===== config.mk =====
export PLATFORM = sky130hd
export DESIGN_NAME = sat_tx
export DESIGN_NICKNAME = d
export VERILOG_FILES = /design/src/rtl/sat_pkg.sv /design/src/rtl/sat_bit_timing.sv /design/src/rtl/sat_hold_reg.sv /design/src/rtl/sat_tx_fsm.sv /design/src/rtl/sat_tx.sv
export SDC_FILE = /design/constraint.sdc
export NUM_CORES = 1
export LEC_CHECK = 0
export ABC_AREA = 1
export CAP_MARGIN = 20
export CELL_PAD_IN_SITES_DETAIL_PLACEMENT = 0
export CELL_PAD_IN_SITES_GLOBAL_PLACEMENT = 2
export CORE_MARGIN = 5
export CORE_UTILIZATION = 36
export CTS_CLUSTER_DIAMETER = 60
export DETAILED_ROUTE_END_ITERATION = 8
export PLACE_DENSITY = 0.93
export SYNTH_ARGS = -nofsm -noshare
export SYNTH_HDL_FRONTEND = slang
export SYNTH_SLANG_ARGS = --single-unit

===== constraint.sdc =====
create_clock -name clk -period 5.1 [get_ports clk]
set_input_delay 1.02 -clock clk [delete_from_list [all_inputs] [get_ports clk]]
set_output_delay 1.02 -clock clk [all_outputs]
set_load 0.02 [all_outputs]

===== src/rtl/sat_pkg.sv =====
package sat_pkg;

    localparam int WORD_MAX = 32;

    typedef enum logic [1:0] {
        ST_OFF   = 2'd0,
        ST_WAIT  = 2'd1,
        ST_DELAY = 2'd2,
        ST_SHIFT = 2'd3
    } tx_state_e;

    typedef enum logic [1:0] {
        REQ_EMPTY   = 2'd0,
        REQ_SLOT    = 2'd1,
        REQ_FRAME   = 2'd2,
        REQ_SYNCERR = 2'd3
    } req_mode_e;

    // Decode of the word length field into a bit count.
    function automatic logic [5:0] word_bits(input logic [2:0] code);
        logic [5:0] n;
        case (code)
            3'd0:    n = 6'd8;
            3'd1:    n = 6'd12;
            3'd2:    n = 6'd16;
            3'd3:    n = 6'd20;
            3'd4:    n = 6'd24;
            default: n = 6'd32;
        endcase
        return n;
    endfunction

endpackage


===== src/rtl/sat_bit_timing.sv =====
module sat_bit_timing (
    input  logic clk,
    input  logic rst_n,
    input  logic enable,
    input  logic clk_pol,
    input  logic bclk,
    input  logic fsync,
    output logic tick,
    output logic fs_start
);

    logic bclk_q;
    logic fs_prev;

    always_ff @(posedge clk or negedge rst_n) begin
        if (!rst_n) begin
            bclk_q <= 1'b0;
        end else begin
            bclk_q <= bclk;
        end
    end

    // Active edge: rising for polarity 0, falling for polarity 1.
    assign tick = enable && (clk_pol ? (!bclk && bclk_q) : (bclk && !bclk_q));

    always_ff @(posedge clk or negedge rst_n) begin
        if (!rst_n) begin
            fs_prev <= 1'b0;
        end else if (!enable) begin
            fs_prev <= 1'b0;
        end else if (tick) begin
            fs_prev <= fsync;
        end
    end

    assign fs_start = tick && fsync && !fs_prev;

endmodule


===== src/rtl/sat_hold_reg.sv =====
module sat_hold_reg #(
    parameter int WORD_W = 32
) (
    input  logic              clk,
    input  logic              rst_n,
    input  logic              enable,
    input  logic              in_valid,
    input  logic [WORD_W-1:0] in_data,
    input  logic              take,
    output logic              in_ready,
    output logic              full,
    output logic [WORD_W-1:0] data
);

    assign in_ready = enable && !full;

    always_ff @(posedge clk or negedge rst_n) begin
        if (!rst_n) begin
            full <= 1'b0;
            data <= '0;
        end else if (!enable) begin
            full <= 1'b0;
        end else if (take && full) begin
            full <= 1'b0;
        end else if (in_valid && !full) begin
            full <= 1'b1;
            data <= in_data;
        end
    end

endmodule


===== src/rtl/sat_tx_fsm.sv =====
module sat_tx_fsm
    import sat_pkg::*;
#(
    parameter int FRLEN_W = 3
) (
    input  logic                clk,
    input  logic                rst_n,
    input  logic                enable,
    input  logic [2:0]          wlen_code,
    input  logic                delay_on,
    input  logic [FRLEN_W-1:0]  frame_len,
    input  logic                ign_fs,
    input  logic                tick,
    input  logic                fs_start,
    input  logic                hold_full,
    input  logic [WORD_MAX-1:0] hold_data,
    output logic                take,
    output logic                sdata,
    output logic                sync_err,
    output logic                underrun,
    output logic                slot_pulse,
    output logic                frame_pulse
);

    localparam int BIT_W = $clog2(WORD_MAX);

    tx_state_e             state_q, state_n;
    logic [BIT_W-1:0]      bit_cnt, msb_idx, shift_idx;
    logic [FRLEN_W-1:0]    word_cnt;
    logic [WORD_MAX-1:0]   cur_word, next_word;
    logic start_frame, load_word, first_load, do_shift, go_quiet, abort_frame;
    logic word_end, frame_end;

    assign msb_idx   = BIT_W'(word_bits(wlen_code) - 6'd1);
    assign shift_idx = bit_cnt - BIT_W'(1);
    assign word_end  = (bit_cnt == '0);
    assign frame_end = word_end && (word_cnt == frame_len);
    assign next_word = hold_full ? hold_data : cur_word;
    assign take      = load_word && hold_full;

    // State register
    always_ff @(posedge clk or negedge rst_n) begin
        if (!rst_n) begin
            state_q <= ST_OFF;
        end else begin
            state_q <= state_n;
        end
    end

    // Next state and transition actions
    always_comb begin
        state_n     = state_q;
        start_frame = 1'b0;
        load_word   = 1'b0;
        first_load  = 1'b0;
        do_shift    = 1'b0;
        go_quiet    = 1'b0;
        abort_frame = 1'b0;
        unique case (state_q)
            ST_OFF: begin
                if (enable) state_n = ST_WAIT;
            end
            ST_WAIT: begin
                if (tick && fs_start) start_frame = 1'b1;
            end
            ST_DELAY: begin
                if (tick) begin
                    if (fs_start && !ign_fs) begin
                        abort_frame = 1'b1;
                    end else begin
                        load_word  = 1'b1;
                        first_load = 1'b1;
                        state_n    = ST_SHIFT;
                    end
                end
            end
            ST_SHIFT: begin
                if (tick) begin
                    if (frame_end) begin
                        if (fs_start) begin
                            start_frame = 1'b1;
                        end else begin
                            go_quiet = 1'b1;
                            state_n  = ST_WAIT;
                        end
                    end else if (fs_start && !ign_fs) begin
                        abort_frame = 1'b1;
                    end else if (word_end) begin
                        load_word = 1'b1;
                    end else begin
                        do_shift = 1'b1;
                    end
                end
            end
            default: state_n = ST_OFF;
        endcase
        if (abort_frame) begin
            state_n = ST_WAIT;
        end
        if (start_frame) begin
            if (delay_on) begin
                state_n  = ST_DELAY;
                go_quiet = 1'b1;
            end else begin
                state_n    = ST_SHIFT;
                load_word  = 1'b1;
                first_load = 1'b1;
            end
        end
        if (!enable) begin
            state_n     = ST_OFF;
            start_frame = 1'b0;
            load_word   = 1'b0;
            first_load  = 1'b0;
            do_shift    = 1'b0;
            go_quiet    = 1'b0;
            abort_frame = 1'b0;
        end
    end

    // Outputs and shifter datapath
    always_ff @(posedge clk or negedge rst_n) begin
        if (!rst_n) begin
            sdata       <= 1'b0;
            cur_word    <= '0;
            bit_cnt     <= '0;
            word_cnt    <= '0;
            sync_err    <= 1'b0;
            underrun    <= 1'b0;
            slot_pulse  <= 1'b0;
            frame_pulse <= 1'b0;
        end else if (!enable) begin
            sdata       <= 1'b0;
            cur_word    <= '0;
            bit_cnt     <= '0;
            word_cnt    <= '0;
            sync_err    <= 1'b0;
            underrun    <= 1'b0;
            slot_pulse  <= 1'b0;
            frame_pulse <= 1'b0;
        end else begin
            slot_pulse  <= load_word;
            frame_pulse <= start_frame;
            if (load_word) begin
                cur_word <= next_word;
                bit_cnt  <= msb_idx;
                word_cnt <= first_load ? '0 : FRLEN_W'(word_cnt + 1'b1);
                sdata    <= next_word[msb_idx];
                if (!hold_full) underrun <= 1'b1;
            end else if (do_shift) begin
                bit_cnt <= shift_idx;
                sdata   <= cur_word[shift_idx];
            end else if (go_quiet || abort_frame) begin
                sdata <= 1'b0;
            end
            if (abort_frame) sync_err <= 1'b1;
        end
    end

endmodule


===== src/rtl/sat_tx.sv =====
module sat_tx
    import sat_pkg::*;
#(
    parameter int FRLEN_W = 3
) (
    input  logic                clk,
    input  logic                rst_n,
    input  logic                tx_en,
    input  logic [2:0]          cfg_wlen,
    input  logic                cfg_delay,
    input  logic                cfg_clk_pol,
    input  logic [FRLEN_W-1:0]  cfg_frame_len,
    input  logic                cfg_ign_fs,
    input  logic [1:0]          cfg_req_mode,
    input  logic                bclk,
    input  logic                fsync,
    input  logic [WORD_MAX-1:0] in_data,
    input  logic                in_valid,
    output logic                in_ready,
    output logic                sdata,
    output logic                tx_req,
    output logic                sync_err,
    output logic                underrun
);

    logic tick, fs_start, take, hold_full, slot_pulse, frame_pulse;
    logic [WORD_MAX-1:0] hold_data;

    sat_bit_timing u_timing (
        .clk      (clk),
        .rst_n    (rst_n),
        .enable   (tx_en),
        .clk_pol  (cfg_clk_pol),
        .bclk     (bclk),
        .fsync    (fsync),
        .tick     (tick),
        .fs_start (fs_start)
    );

    sat_hold_reg #(.WORD_W(WORD_MAX)) u_hold (
        .clk      (clk),
        .rst_n    (rst_n),
        .enable   (tx_en),
        .in_valid (in_valid),
        .in_data  (in_data),
        .take     (take),
        .in_ready (in_ready),
        .full     (hold_full),
        .data     (hold_data)
    );

    sat_tx_fsm #(.FRLEN_W(FRLEN_W)) u_fsm (
        .clk         (clk),
        .rst_n       (rst_n),
        .enable      (tx_en),
        .wlen_code   (cfg_wlen),
        .delay_on    (cfg_delay),
        .frame_len   (cfg_frame_len),
        .ign_fs      (cfg_ign_fs),
        .tick        (tick),
        .fs_start    (fs_start),
        .hold_full   (hold_full),
        .hold_data   (hold_data),
        .take        (take),
        .sdata       (sdata),
        .sync_err    (sync_err),
        .underrun    (underrun),
        .slot_pulse  (slot_pulse),
        .frame_pulse (frame_pulse)
    );

    always_comb begin
        unique case (req_mode_e'(cfg_req_mode))
            REQ_EMPTY:   tx_req = in_ready;
            REQ_SLOT:    tx_req = slot_pulse;
            REQ_FRAME:   tx_req = frame_pulse;
            REQ_SYNCERR: tx_req = sync_err;
            default:     tx_req = 1'b0;
        endcase
    end

endmodule


==> results.py <==
metrics = {
    "synthesis": {
        "synth-edff-count": 0,
        "post-synth-top-area-fraction_pct": 50.0,
        "ys_async_sr_fraction_pct": 100,
        "yosysWarningCount": 0,
        "ys.flop_type": "dfrtp_1",
        "yosysSeqAreaShare_pct": 50.0,
        "postSynthCellCount": 462,
        "ys_ff_latch": 82,
        "synth_area_leaders": "dfrtp_1, nand2_1, mux2_2",
        "ys_types": 37,
        "yosysTopAreaCell": "dfrtp_1",
        "syn-cell-area_um2": 4110,
        "synth_nets": 514,
        "avgSynthCellArea_um2": 8.89,
    },
    "grt": {
        "grt_pass1_vias": 3346,
        "grt_start_max_net_pins": 83,
        "gr-total-overflow": 0,
        "grt_pass1_wl_um": 16000,
        "grtUsageTotal_pct": 14.7,
        "antenna_found_initial": 0,
    },
    "final_layout": {
        "layout_commonest_cell": "nand2_1",
        "stdcell_count": 662,
        "nNetsFinal": 566,
        "drive_above_1_share_pct": 13.3,
        "area_growth_syn_to_layout_pct": 23.1,
        "layout_common_cells": "nand2_1, dfrtp_1, clkdlybuf4s50_1",
        "diodes": 0,
    },
    "timing": {
        "whs_ps": 478,
        "setup_viol": 0,
        "min_period_ps": 3840,
        "slew_violations": 0,
        "clock_skew_ps": 9.52,
        "finalHoldViolCount": 0,
        "relSlewSlack_pct": 39.5,
        "rsz0062_at_grt": "false",
        "finalCritPeriodShare_pct": 75.2,
        "tightest_slew_ps": 907,
        "tns_ps": 0,
        "clock.fmax_ghz": 0.261,
    },
    "pwr": {
        "irDropWorstVdd_v": 0.000247,
        "total_power_mw": 1.68,
        "leakage_nw": 2.36,
        "power_density_nw_per_um2": 331,
    },
    "place": {
        "hpwlAfterDp_um": 6780,
        "dp.cells": 645,
        "finalWeightedCongestion": 0.815,
        "portBuffers": 53,
    },
    "routing": {
        "drt-total-wl_um": 9270,
        "avgRoutedWirePerCell_um": 14.0,
        "antenna_left": 0,
        "drt-vias-per-instance": 4.93,
        "drcViolationCount": 0,
        "drt_iter0_markers": 189,
        "dr.pass1.iters": 4,
        "vias": 3262,
    },
    "outcome": {
        "status": "finished, final reports clean",
    },
    "critical_path": {
        "cp-end-kind": "output pin",
        "rrSetupSlack_ps": 2130,
        "crit_path_frequent_cell": "clkdlybuf4s50_1",
        "critPathRequiredTime_ps": 4080,
        "crit_buf_inv": 4,
        "start_kind": "primary input",
        "critical_path.max_stage_delay_ps": 660,
        "cp_cell_sequence": "clkdlybuf4s50_1 -> inv_2 -> nor2_1 -> inv_1 -> o311ai_0 -> clkdlybuf4s50_1",
        "cp_top_family": "buffers and inverters",
        "cp.arrival_ps": 2820,
        "crit_path_top_delay_cell": "clkdlybuf4s50_1",
        "criticalPathCategory": "primary input to output pin",
        "cp_max_fo": 4,
    },
    "clocking": {
        "clkTransAtPathRegs_ps": 60,
        "cts_setup_buffers": 0,
        "clk_path_buf_depth": 2,
        "cts_buffers": 9,
        "cts.sinks": 82,
        "insertion_delay_ps": 340,
        "post_cts_resized": 0,
        "h-tree-depth": 3,
        "holdBufCountCts": 0,
        "root_buffer": "clkbuf_16",
        "cts_tree": "done",
    },
    "flow_run": {
        "cap_violations": 0,
    },
    "floorplan": {
        "die_area_um2": 13600,
        "start_util_pct": 36.3,
        "dieWidth_um": 117,
        "fp-row-count": 39,
        "die_h_um": 117,
        "boundaryPins": 54,
        "core_area_um2": 11300,
    },
    "worst_hold_path": {
        "hold_path.class": "register to register",
    },
}
[flip-flops by register name, summed over array words and instances (netlist names)]
signal             flops
u_fsm.sdata            1
u_fsm.cur_word        32
u_fsm.frame_pulse      1
u_timing.bclk_q        1
u_fsm.sync_err         1
u_timing.fs_prev       1
u_fsm.word_cnt         3
u_fsm.bit_cnt          5
u_hold.full            1
u_fsm.state_q          2
u_hold.data           32
u_fsm.slot_pulse       1
u_fsm.underrun         1
[cell type report]
| cell class | count | area [µm²] |
|---|---|---|
| clock inverters | 6 | 47.5 |
| flip-flops and latches | 82 | 2050 |
| inverters | 47 | 179 |
| multi-input cells | 318 | 1790 |
| well taps | 143 | 179 |
| repair buffers | 56 | 571 |
| fillers | 1101 | 6260 |
| clock buffers | 10 | 239 |
[cell usage after synthesis, types with 2 or more instances]
master / instances
dfrtp_1: 82
buf_6: 2
a31oi_1: 2
mux2_2: 30
ha_1: 3
inv_2: 4
inv_1: 41
a21oi_1: 18
nand3_1: 51
nor2_4: 2
o21ai_0: 36
xor2_1: 2
o211ai_1: 5
o22ai_1: 4
nand2_2: 3
nand2_1: 122
nor2_1: 17
clkbuf_1: 4
buf_2: 6
nand2_8: 2
nand4_1: 3
o21ai_1: 5
mux2_1: 2
xnor2_1: 2
buf_4: 2
[kinds of logic (layout without fill, tap and decap cells)]
logic type,Yosys count,after routing,share of synthesized area (%)
AOI/OAI and AO/OA,73,73,10.0
xor gates and xnor gates,4,4,0.853
adders and majority gates,3,3,0.914
buffers and inverters,62,119,6.46
DFF,82,82,50.0
muxes,32,32,8.77
and+or+nand+nor,206,206,23.0
[per-stage QoR]
stage	setup slack (ps)	area, µm²	util (%)
floorplan	1560	4110	-
global placement	1320	4740	41.9
detailed placement	1250	4740	41.9
CTS	1240	5030	44.4
global route	1160	5060	44.7
finish	1260	5060	44.7
[layer usage]
layer | routed length [µm] | global-route usage [%] | up-vias
met5 | 0 | 0 | -
met4 | 125 | 3.36 | 0
met3 | 402 | 3.96 | 12
met2 | 4490 | 24.8 | 60
met1 | 4250 | 19.0 | 1558
li1 | - | - | 1632
[power by group]
group,switching [mW],internal [mW],total (mW)
combinational,0.160,0.139,0.299
sequential,0.0480,0.715,0.763
clock,0.267,0.347,0.614
[tightest hold or removal path: cells and delay by family, from the launching register on]
kind / cells / cell delay, ps
and+or+nand+nor: 2 / 100
DFF: 1 / 340
[final timing paths]
kind | cells past startpoint | start | end
worst max-delay path | 6 | tx_en | tx_req
worst min-delay path | 2 | u_hold.data[26]$_DFFE_PN0P_ | u_fsm.cur_word[26]$_DFFE_PN0P_
worst max register to register | 13 | u_fsm.bit_cnt[0]$_DFFE_PN0P_ | u_fsm.sdata$_DFFE_PN0P_
worst min register to register | 2 | u_hold.data[26]$_DFFE_PN0P_ | u_fsm.cur_word[26]$_DFFE_PN0P_
max in group asynchronous | 2 | rst_n | u_hold.data[8]$_DFFE_PN0P_
min in group asynchronous | 1 | rst_n | u_timing.bclk_q$_DFF_PN0_
(Power assumes the default switching activity.)
